File: config.mk
export PLATFORM = sky130hd
export DESIGN_NAME = tx_start_fifo
export DESIGN_NICKNAME = d
export VERILOG_FILES = /design/src/rtl/tsf_pkg.sv /design/src/rtl/tsf_cfg.sv /design/src/rtl/tsf_store.sv /design/src/rtl/tsf_ctrl.sv /design/src/rtl/tx_start_fifo.sv
export SDC_FILE = /design/constraint.sdc
export NUM_CORES = 2
export LEC_CHECK = 0
export BUFFER_PORTS_ARGS = -buffer_cell sky130_fd_sc_hd__buf_2
export CORE_UTILIZATION = 45
export DETAILED_ROUTE_END_ITERATION = 7
export RECOVER_POWER = 25
export SETUP_SLACK_MARGIN = 0.5
export SYNTH_ARGS = -nofsm -noshare
export SYNTH_HDL_FRONTEND = slang
export SYNTH_SLANG_ARGS = --single-unit
File: constraint.sdc
create_clock -name clk -period 9.5 [get_ports clk]
set_clock_uncertainty 0.2 [all_clocks]
set_input_delay 1.9 -clock clk [delete_from_list [all_inputs] [get_ports clk]]
set_output_delay 1.9 -clock clk [all_outputs]
set_load 0.01 [all_outputs]
File: src/rtl/tsf_pkg.sv
package tsf_pkg;

  typedef enum logic [1:0] {
    ST_IDLE  = 2'd0,
    ST_SEND  = 2'd1,
    ST_DRAIN = 2'd2
  } tx_state_e;

  typedef struct packed {
    logic full_pkt;
    logic full_dup;
    logic no_retry;
  } tx_mode_t;

  function automatic int unsigned start_point_bytes(input logic [1:0] sel);
    case (sel)
      2'b00:   return 20;
      2'b01:   return 64;
      2'b10:   return 128;
      default: return 220;
    endcase
  endfunction

  function automatic int unsigned watermark_bytes(input logic [1:0] sel);
    case (sel)
      2'b00:   return 16;
      2'b01:   return 32;
      default: return 64;
    endcase
  endfunction

endpackage

File: src/rtl/tsf_cfg.sv
module tsf_cfg #(
  parameter int CW = 9
) (
  input  logic          clk,
  input  logic          rst_n,
  input  logic          soft_rst,
  input  logic          halt,
  input  logic          we,
  input  logic [1:0]    start_sel_i,
  input  logic [1:0]    wm_sel_i,
  output logic [CW-1:0] thr_o,
  output logic [CW-1:0] wm_o
);
  import tsf_pkg::*;

  localparam logic [1:0] START_RST = 2'b01;
  localparam logic [1:0] WM_RST    = 2'b00;

  logic [1:0] start_q;
  logic [1:0] wm_q;

  always_ff @(posedge clk or negedge rst_n) begin
    if (!rst_n) begin
      start_q <= START_RST;
      wm_q    <= WM_RST;
    end else if (soft_rst) begin
      start_q <= START_RST;
      wm_q    <= WM_RST;
    end else if (we && halt) begin
      start_q <= start_sel_i;
      wm_q    <= wm_sel_i;
    end
  end

  always_comb begin
    thr_o = CW'(start_point_bytes(start_q));
    wm_o  = CW'(watermark_bytes(wm_q));
  end

endmodule

File: src/rtl/tsf_store.sv
module tsf_store #(
  parameter int DEPTH = 256,
  parameter int DW    = 8,
  localparam int AW   = $clog2(DEPTH)
) (
  input  logic          clk,
  input  logic          we,
  input  logic [AW-1:0] waddr,
  input  logic [DW:0]   wdata,
  input  logic [AW-1:0] raddr,
  output logic [DW:0]   rdata
);
  logic [DW:0] mem_q [DEPTH];

  always_ff @(posedge clk) begin
    if (we) mem_q[waddr] <= wdata;
  end

  assign rdata = mem_q[raddr];

endmodule

File: src/rtl/tsf_ctrl.sv
module tsf_ctrl #(
  parameter int DEPTH = 256,
  parameter int WIN   = 64,
  localparam int AW   = $clog2(DEPTH),
  localparam int PW   = AW + 1
) (
  input  logic            clk,
  input  logic            rst_n,
  input  logic            soft_rst,
  input  tsf_pkg::tx_mode_t mode,
  input  logic [PW-1:0]   thr,
  input  logic [PW-1:0]   wm,
  input  logic            wr_valid,
  input  logic            wr_last,
  output logic            wr_ready,
  output logic            wr_fire,
  output logic [AW-1:0]   waddr,
  input  logic            rd_ready,
  input  logic            rd_last_i,
  output logic            rd_valid,
  output logic [AW-1:0]   raddr,
  input  logic            mac_coll,
  input  logic            mac_done,
  output logic            tx_start,
  output logic            late_coll,
  output logic            dma_req,
  output logic [PW-1:0]   wptr_o,
  output logic [PW-1:0]   rptr_o,
  output logic [PW-1:0]   fs_ptr_o,
  output logic [PW-1:0]   occ_o,
  output logic [PW-1:0]   eof_cnt_o
);
  import tsf_pkg::*;

  localparam logic [PW-1:0] FULL_CNT = PW'(DEPTH);
  localparam logic [PW-1:0] WIN_CNT  = PW'(WIN);

  tx_state_e     state_q;
  logic [PW-1:0] wptr_q, rptr_q, fs_q, eof_q;
  logic          late_q;

  logic [PW-1:0] sent, avail, rel, occ, free_sp;
  logic          guard, in_win, rd_fire, busy, go;
  logic          rewind, late_hit, finish, eof_inc, eof_dec;

  // Retry protection applies only in half duplex with retries allowed.
  always_comb begin
    guard    = !mode.full_dup && !mode.no_retry;
    sent     = rptr_q - fs_q;
    avail    = wptr_q - fs_q;
    in_win   = guard && (sent < WIN_CNT);
    rel      = in_win ? fs_q : rptr_q;
    occ      = wptr_q - rel;
    free_sp  = FULL_CNT - occ;
    busy     = (state_q != ST_IDLE);
    wr_ready = (occ != FULL_CNT);
    wr_fire  = wr_valid && wr_ready;
    rd_valid = (state_q == ST_SEND) && (rptr_q != wptr_q);
    rd_fire  = rd_valid && rd_ready;
    go       = (eof_q != '0) || (!mode.full_pkt && (avail >= thr));
    rewind   = mac_coll && busy && in_win;
    late_hit = mac_coll && busy && guard && !in_win;
    finish   = mac_done && (state_q == ST_DRAIN);
    eof_inc  = wr_fire && wr_last;
    eof_dec  = finish && !rewind;
    dma_req  = (free_sp >= wm);
  end

  always_ff @(posedge clk or negedge rst_n) begin
    if (!rst_n) begin
      state_q <= ST_IDLE;
      wptr_q  <= '0;
      rptr_q  <= '0;
      fs_q    <= '0;
      eof_q   <= '0;
      late_q  <= 1'b0;
    end else if (soft_rst) begin
      state_q <= ST_IDLE;
      wptr_q  <= '0;
      rptr_q  <= '0;
      fs_q    <= '0;
      eof_q   <= '0;
      late_q  <= 1'b0;
    end else begin
      late_q <= late_hit;
      if (wr_fire) wptr_q <= wptr_q + 1'b1;
      case ({eof_inc, eof_dec})
        2'b10:   eof_q <= eof_q + 1'b1;
        2'b01:   eof_q <= eof_q - 1'b1;
        default: eof_q <= eof_q;
      endcase
      if (rewind) begin
        rptr_q  <= fs_q;
        state_q <= ST_IDLE;
      end else begin
        case (state_q)
          ST_IDLE: begin
            if (go) state_q <= ST_SEND;
          end
          ST_SEND: begin
            if (rd_fire) begin
              rptr_q <= rptr_q + 1'b1;
              if (rd_last_i) state_q <= ST_DRAIN;
            end
          end
          ST_DRAIN: begin
            if (finish) begin
              fs_q    <= rptr_q;
              state_q <= ST_IDLE;
            end
          end
          default: state_q <= ST_IDLE;
        endcase
      end
    end
  end

  assign waddr     = wptr_q[AW-1:0];
  assign raddr     = rptr_q[AW-1:0];
  assign tx_start  = busy;
  assign late_coll = late_q;
  assign wptr_o    = wptr_q;
  assign rptr_o    = rptr_q;
  assign fs_ptr_o  = fs_q;
  assign occ_o     = occ;
  assign eof_cnt_o = eof_q;

endmodule

File: src/rtl/tx_start_fifo.sv
module tx_start_fifo #(
  parameter int DEPTH = 256,
  parameter int DW    = 8,
  parameter int WIN   = 64
) (
  input  logic          clk,
  input  logic          rst_n,
  input  logic          soft_rst,
  input  logic          cfg_halt,
  input  logic          cfg_we,
  input  logic [1:0]    cfg_start_sel,
  input  logic [1:0]    cfg_wm_sel,
  input  logic          full_pkt_mode,
  input  logic          full_duplex,
  input  logic          retry_dis,
  input  logic          wr_valid,
  output logic          wr_ready,
  input  logic [DW-1:0] wr_data,
  input  logic          wr_last,
  output logic          rd_valid,
  input  logic          rd_ready,
  output logic [DW-1:0] rd_data,
  output logic          rd_last,
  output logic          tx_start,
  input  logic          mac_coll,
  input  logic          mac_done,
  output logic          late_coll,
  output logic          dma_req
);
  import tsf_pkg::*;

  localparam int AW = $clog2(DEPTH);
  localparam int PW = AW + 1;

  tx_mode_t      mode;
  logic [PW-1:0] thr, wm;
  logic          wr_fire;
  logic [AW-1:0] waddr, raddr;
  logic [DW:0]   rdata;
  logic [PW-1:0] wptr, rptr, fs_ptr, occ, eof_cnt;

  assign mode = '{full_pkt: full_pkt_mode, full_dup: full_duplex, no_retry: retry_dis};

  tsf_cfg #(.CW(PW)) u_cfg (
    .clk         (clk),
    .rst_n       (rst_n),
    .soft_rst    (soft_rst),
    .halt        (cfg_halt),
    .we          (cfg_we),
    .start_sel_i (cfg_start_sel),
    .wm_sel_i    (cfg_wm_sel),
    .thr_o       (thr),
    .wm_o        (wm)
  );

  tsf_store #(.DEPTH(DEPTH), .DW(DW)) u_store (
    .clk   (clk),
    .we    (wr_fire),
    .waddr (waddr),
    .wdata ({wr_last, wr_data}),
    .raddr (raddr),
    .rdata (rdata)
  );

  tsf_ctrl #(.DEPTH(DEPTH), .WIN(WIN)) u_ctrl (
    .clk       (clk),
    .rst_n     (rst_n),
    .soft_rst  (soft_rst),
    .mode      (mode),
    .thr       (thr),
    .wm        (wm),
    .wr_valid  (wr_valid),
    .wr_last   (wr_last),
    .wr_ready  (wr_ready),
    .wr_fire   (wr_fire),
    .waddr     (waddr),
    .rd_ready  (rd_ready),
    .rd_last_i (rdata[DW]),
    .rd_valid  (rd_valid),
    .raddr     (raddr),
    .mac_coll  (mac_coll),
    .mac_done  (mac_done),
    .tx_start  (tx_start),
    .late_coll (late_coll),
    .dma_req   (dma_req),
    .wptr_o    (wptr),
    .rptr_o    (rptr),
    .fs_ptr_o  (fs_ptr),
    .occ_o     (occ),
    .eof_cnt_o (eof_cnt)
  );

  assign rd_data = rdata[DW-1:0];
  assign rd_last = rdata[DW];

endmodule

==> metrics.txt <==
status=finished, violations left; failing checks=capacitance limit, slew limit; fin crit share=0.901; peak supply drop=0.203 mV; Initial Util=0.454; Cell Rows=166; clock transition at the registers of the reported paths=~0.060 ns; Die X=~460 um; hold slack=around 0.34 ns; register area share after synthesis=0.756; Peak Freq=0.117 GHz; final max-slew violation count=approximately 1100; Cells after Synth=between 4000 and 5000; number of synthesis warnings=0; CTS root buffer=clkbuf_16; clock sinks=roughly 2300; Yosys top cell area share=0.745; pre-CTS WS=around 1.3 ns; final worst setup slack=roughly 0.94 ns; DRT Pass-1 Iters=5; initial antenna violation count=15; CTS Buf Count=between 200 and 250; cell taking the most area after synthesis=edfxtp_1; Post-Syn Area per Cell=between 20 and 25 sq um; gr ovfl total=0; fin util=0.505; Crit path required time=7.40 ns; number of global-route vias before repair=45200; area of the die=~0.21 sq mm; largest net degree at the start of global routing=137; I/O pin count=39; Setup-failing EPs final=0; CTS tree=yes; Worst Setup Start Kind=flip-flop; critical path class=reg -> out; Vias=~46000; Worst-Margin Slew=around 6.8 ns; overall die height=about 460 um; Syn Nets=4500; Core Region=0.205 sq mm; Final Hold Fails=0; synth top area cells=edfxtp_1 (74%), mux4_2 (15%), mux2i_1 (1.6%), nor2_1 (1.4%), dfrtp_1 (1.1%); worst-path maximum fanout=36; vias per std cell=between 6 and 7; Hold WC Path Type=reg -> reg; CTS H-tree depth=4; Post-synth top flop=edfxtp_1; # DRC=0; setup bufs post-CTS=0; FF-to-FF setup slack=around 1.5 ns; fraction of registers with async set/reset=0.0183; Distinct cells, synth=just over 70; number of synthesized register bits=roughly 2300; DR iter-0 viols=about 6000; Power Total=22.9 mW; Critical Path End Type=output port; WL/cell=approximately 33 um; Resize count post-CTS=0; CTS Buffer Depth=3; WP data arrival=~6.5 ns; Skew-Pair Late Insertion Delay=roughly 0.90 ns; Overall Global Routing Usage=0.234; gpl congestion=~0.84; Routed Antenna Nets=0; share of post-route cells with drive strength above 1=0.234; area of the mapped netlist=between 0.09 and 0.1 sq mm; max_slew headroom=-3.55; PortBufs=38; RSZ-0062 raised after global routing=false; DPL Wire Length=145000 um; min cycle time layout=between 8 and 9 ns; leakage power=roughly 31 nW; Fin Setup TNS=0 ns; area grow syn2layout=11.4%; final WL=roughly 240000 um; Power Dens Cells=around 220 mW/mm^2; hold buffers post-CTS=0; Post-synth EDFFs=about 2300; first-pass GRT wire length=~350000 um; final net count=around 4600; Max Cap Viol=13
stage by stage:
stage	std cells	instance area (sq um)
6_report	7454	103000
4_1_cts	7448	104000
3_5_place_dp	7013	96200
3_3_place_gp	7013	96200
2_1_floorplan	4430	92900
5_1_grt	7451	103000
worst max-delay path: stages, from the launching register on:
cell     delay, ns
dfrtp_4       0.90
buf_4         0.67
buf_4         0.68
buf_4         0.72
mux4_2        0.62
mux4_2        0.52
mux2i_1       0.37
o22ai_1       0.22
mux4_2        0.57
buf_2         0.17
cell families (layout without fill, tap and decap cells):
family,count (synthesis),count (layout),synth area share
flip-flops,2347,2347,0.756
multiplexers,765,765,0.165
AND/OR/NAND/NOR,589,589,0.0270
AO/OA/AOI/OAI,342,342,0.0246
buffers and inverters,292,622,0.0163
XOR/XNOR,50,50,0.00486
adder cells (fa/ha/maj),45,45,0.00622
other,0,6,0
cells in the final DEF (no fill, tap or decap), types with 52 or more instances in the layout:
cell type | Yosys | layout
edfxtp_1 | 2304 | 2304
mux4_2 | 611 | 611
nor2_1 | 354 | 354
clkbuf_16 | 0 | 233
mux2i_1 | 150 | 150
buf_4 | 36 | 108
a21oi_1 | 91 | 91
nand2_1 | 91 | 90
clkinv_1 | 2 | 69
o221ai_1 | 59 | 59
clkinv_2 | 0 | 56
clkbuf_1 | 113 | 52
final timing paths:
| kind | from | end | depth (start not counted) |
|---|---|---|---|
| min | u_ctrl.fs_ptr_o[5] | u_ctrl.fs_ptr_o[5] | 2 |
| max reg2reg | u_ctrl.rptr_o[0] | u_store.mem_q[30][7] | 25 |
| max | u_ctrl.rptr_o[0] | rd_data[6] | 9 |
| min reg2reg | u_ctrl.fs_ptr_o[5] | u_ctrl.fs_ptr_o[5] | 2 |
| max in group asynchronous | rst_n | u_ctrl.rptr_o[3] | 1 |
| min in group asynchronous | rst_n | u_cfg.wm_q[1] | 1 |
layer usage:
layer | GRT usage | up-vias | wire, um
li1 | - | 18700 | -
met1 | 0.345 | 24800 | 103000
met2 | 0.360 | 2003 | 115000
met3 | 0.0424 | 298 | 19500
met4 | 0.0615 | 8 | 5680
met5 | 0 | - | 59
registers in the layout, summed over array words and instances (netlist names):
signal / flops
u_ctrl.wptr_o: 9
u_ctrl.rptr_o: 9
u_ctrl.fs_ptr_o: 9
u_store.mem_q: 2304
u_ctrl.state_q: 2
u_ctrl.eof_cnt_o: 9
u_ctrl.late_coll: 1
u_cfg.start_q: 2
u_cfg.wm_q: 2
synth_stat cells, drive strengths merged (11+ instances only):
cell,n
a211oi,23
clkbuf,116
o22ai,45
mux2i,150
edfxtp,2304
nand4,11
o21ai,54
nand2,91
ha,43
a21oi,91
nor3,23
o221ai,59
buf,147
xor2,26
nand3,46
dfrtp,42
nor2,354
xnor2,23
nor2b,22
mux4,611
inv,27
power by group:
| part | internal, mW | switching [mW] | leakage (nW) |
|---|---|---|---|
| sequential | 11.4 | 0.0423 | 21.3 |
| clock | 4.96 | 3.98 | 3.61 |
| combinational | 1.05 | 1.48 | 6.29 |
layout make-up:
class	count	area, sq um
multi-input cells	1791	21200
diodes	6	15.0
clock inverters	163	1390
inverters	29	119
flip-flops and latches	2347	70300
clock buffers	272	5980
fillers	16200	101000
well taps	2688	3360
repair buffers	158	1190
(Power assumes the default switching activity.)
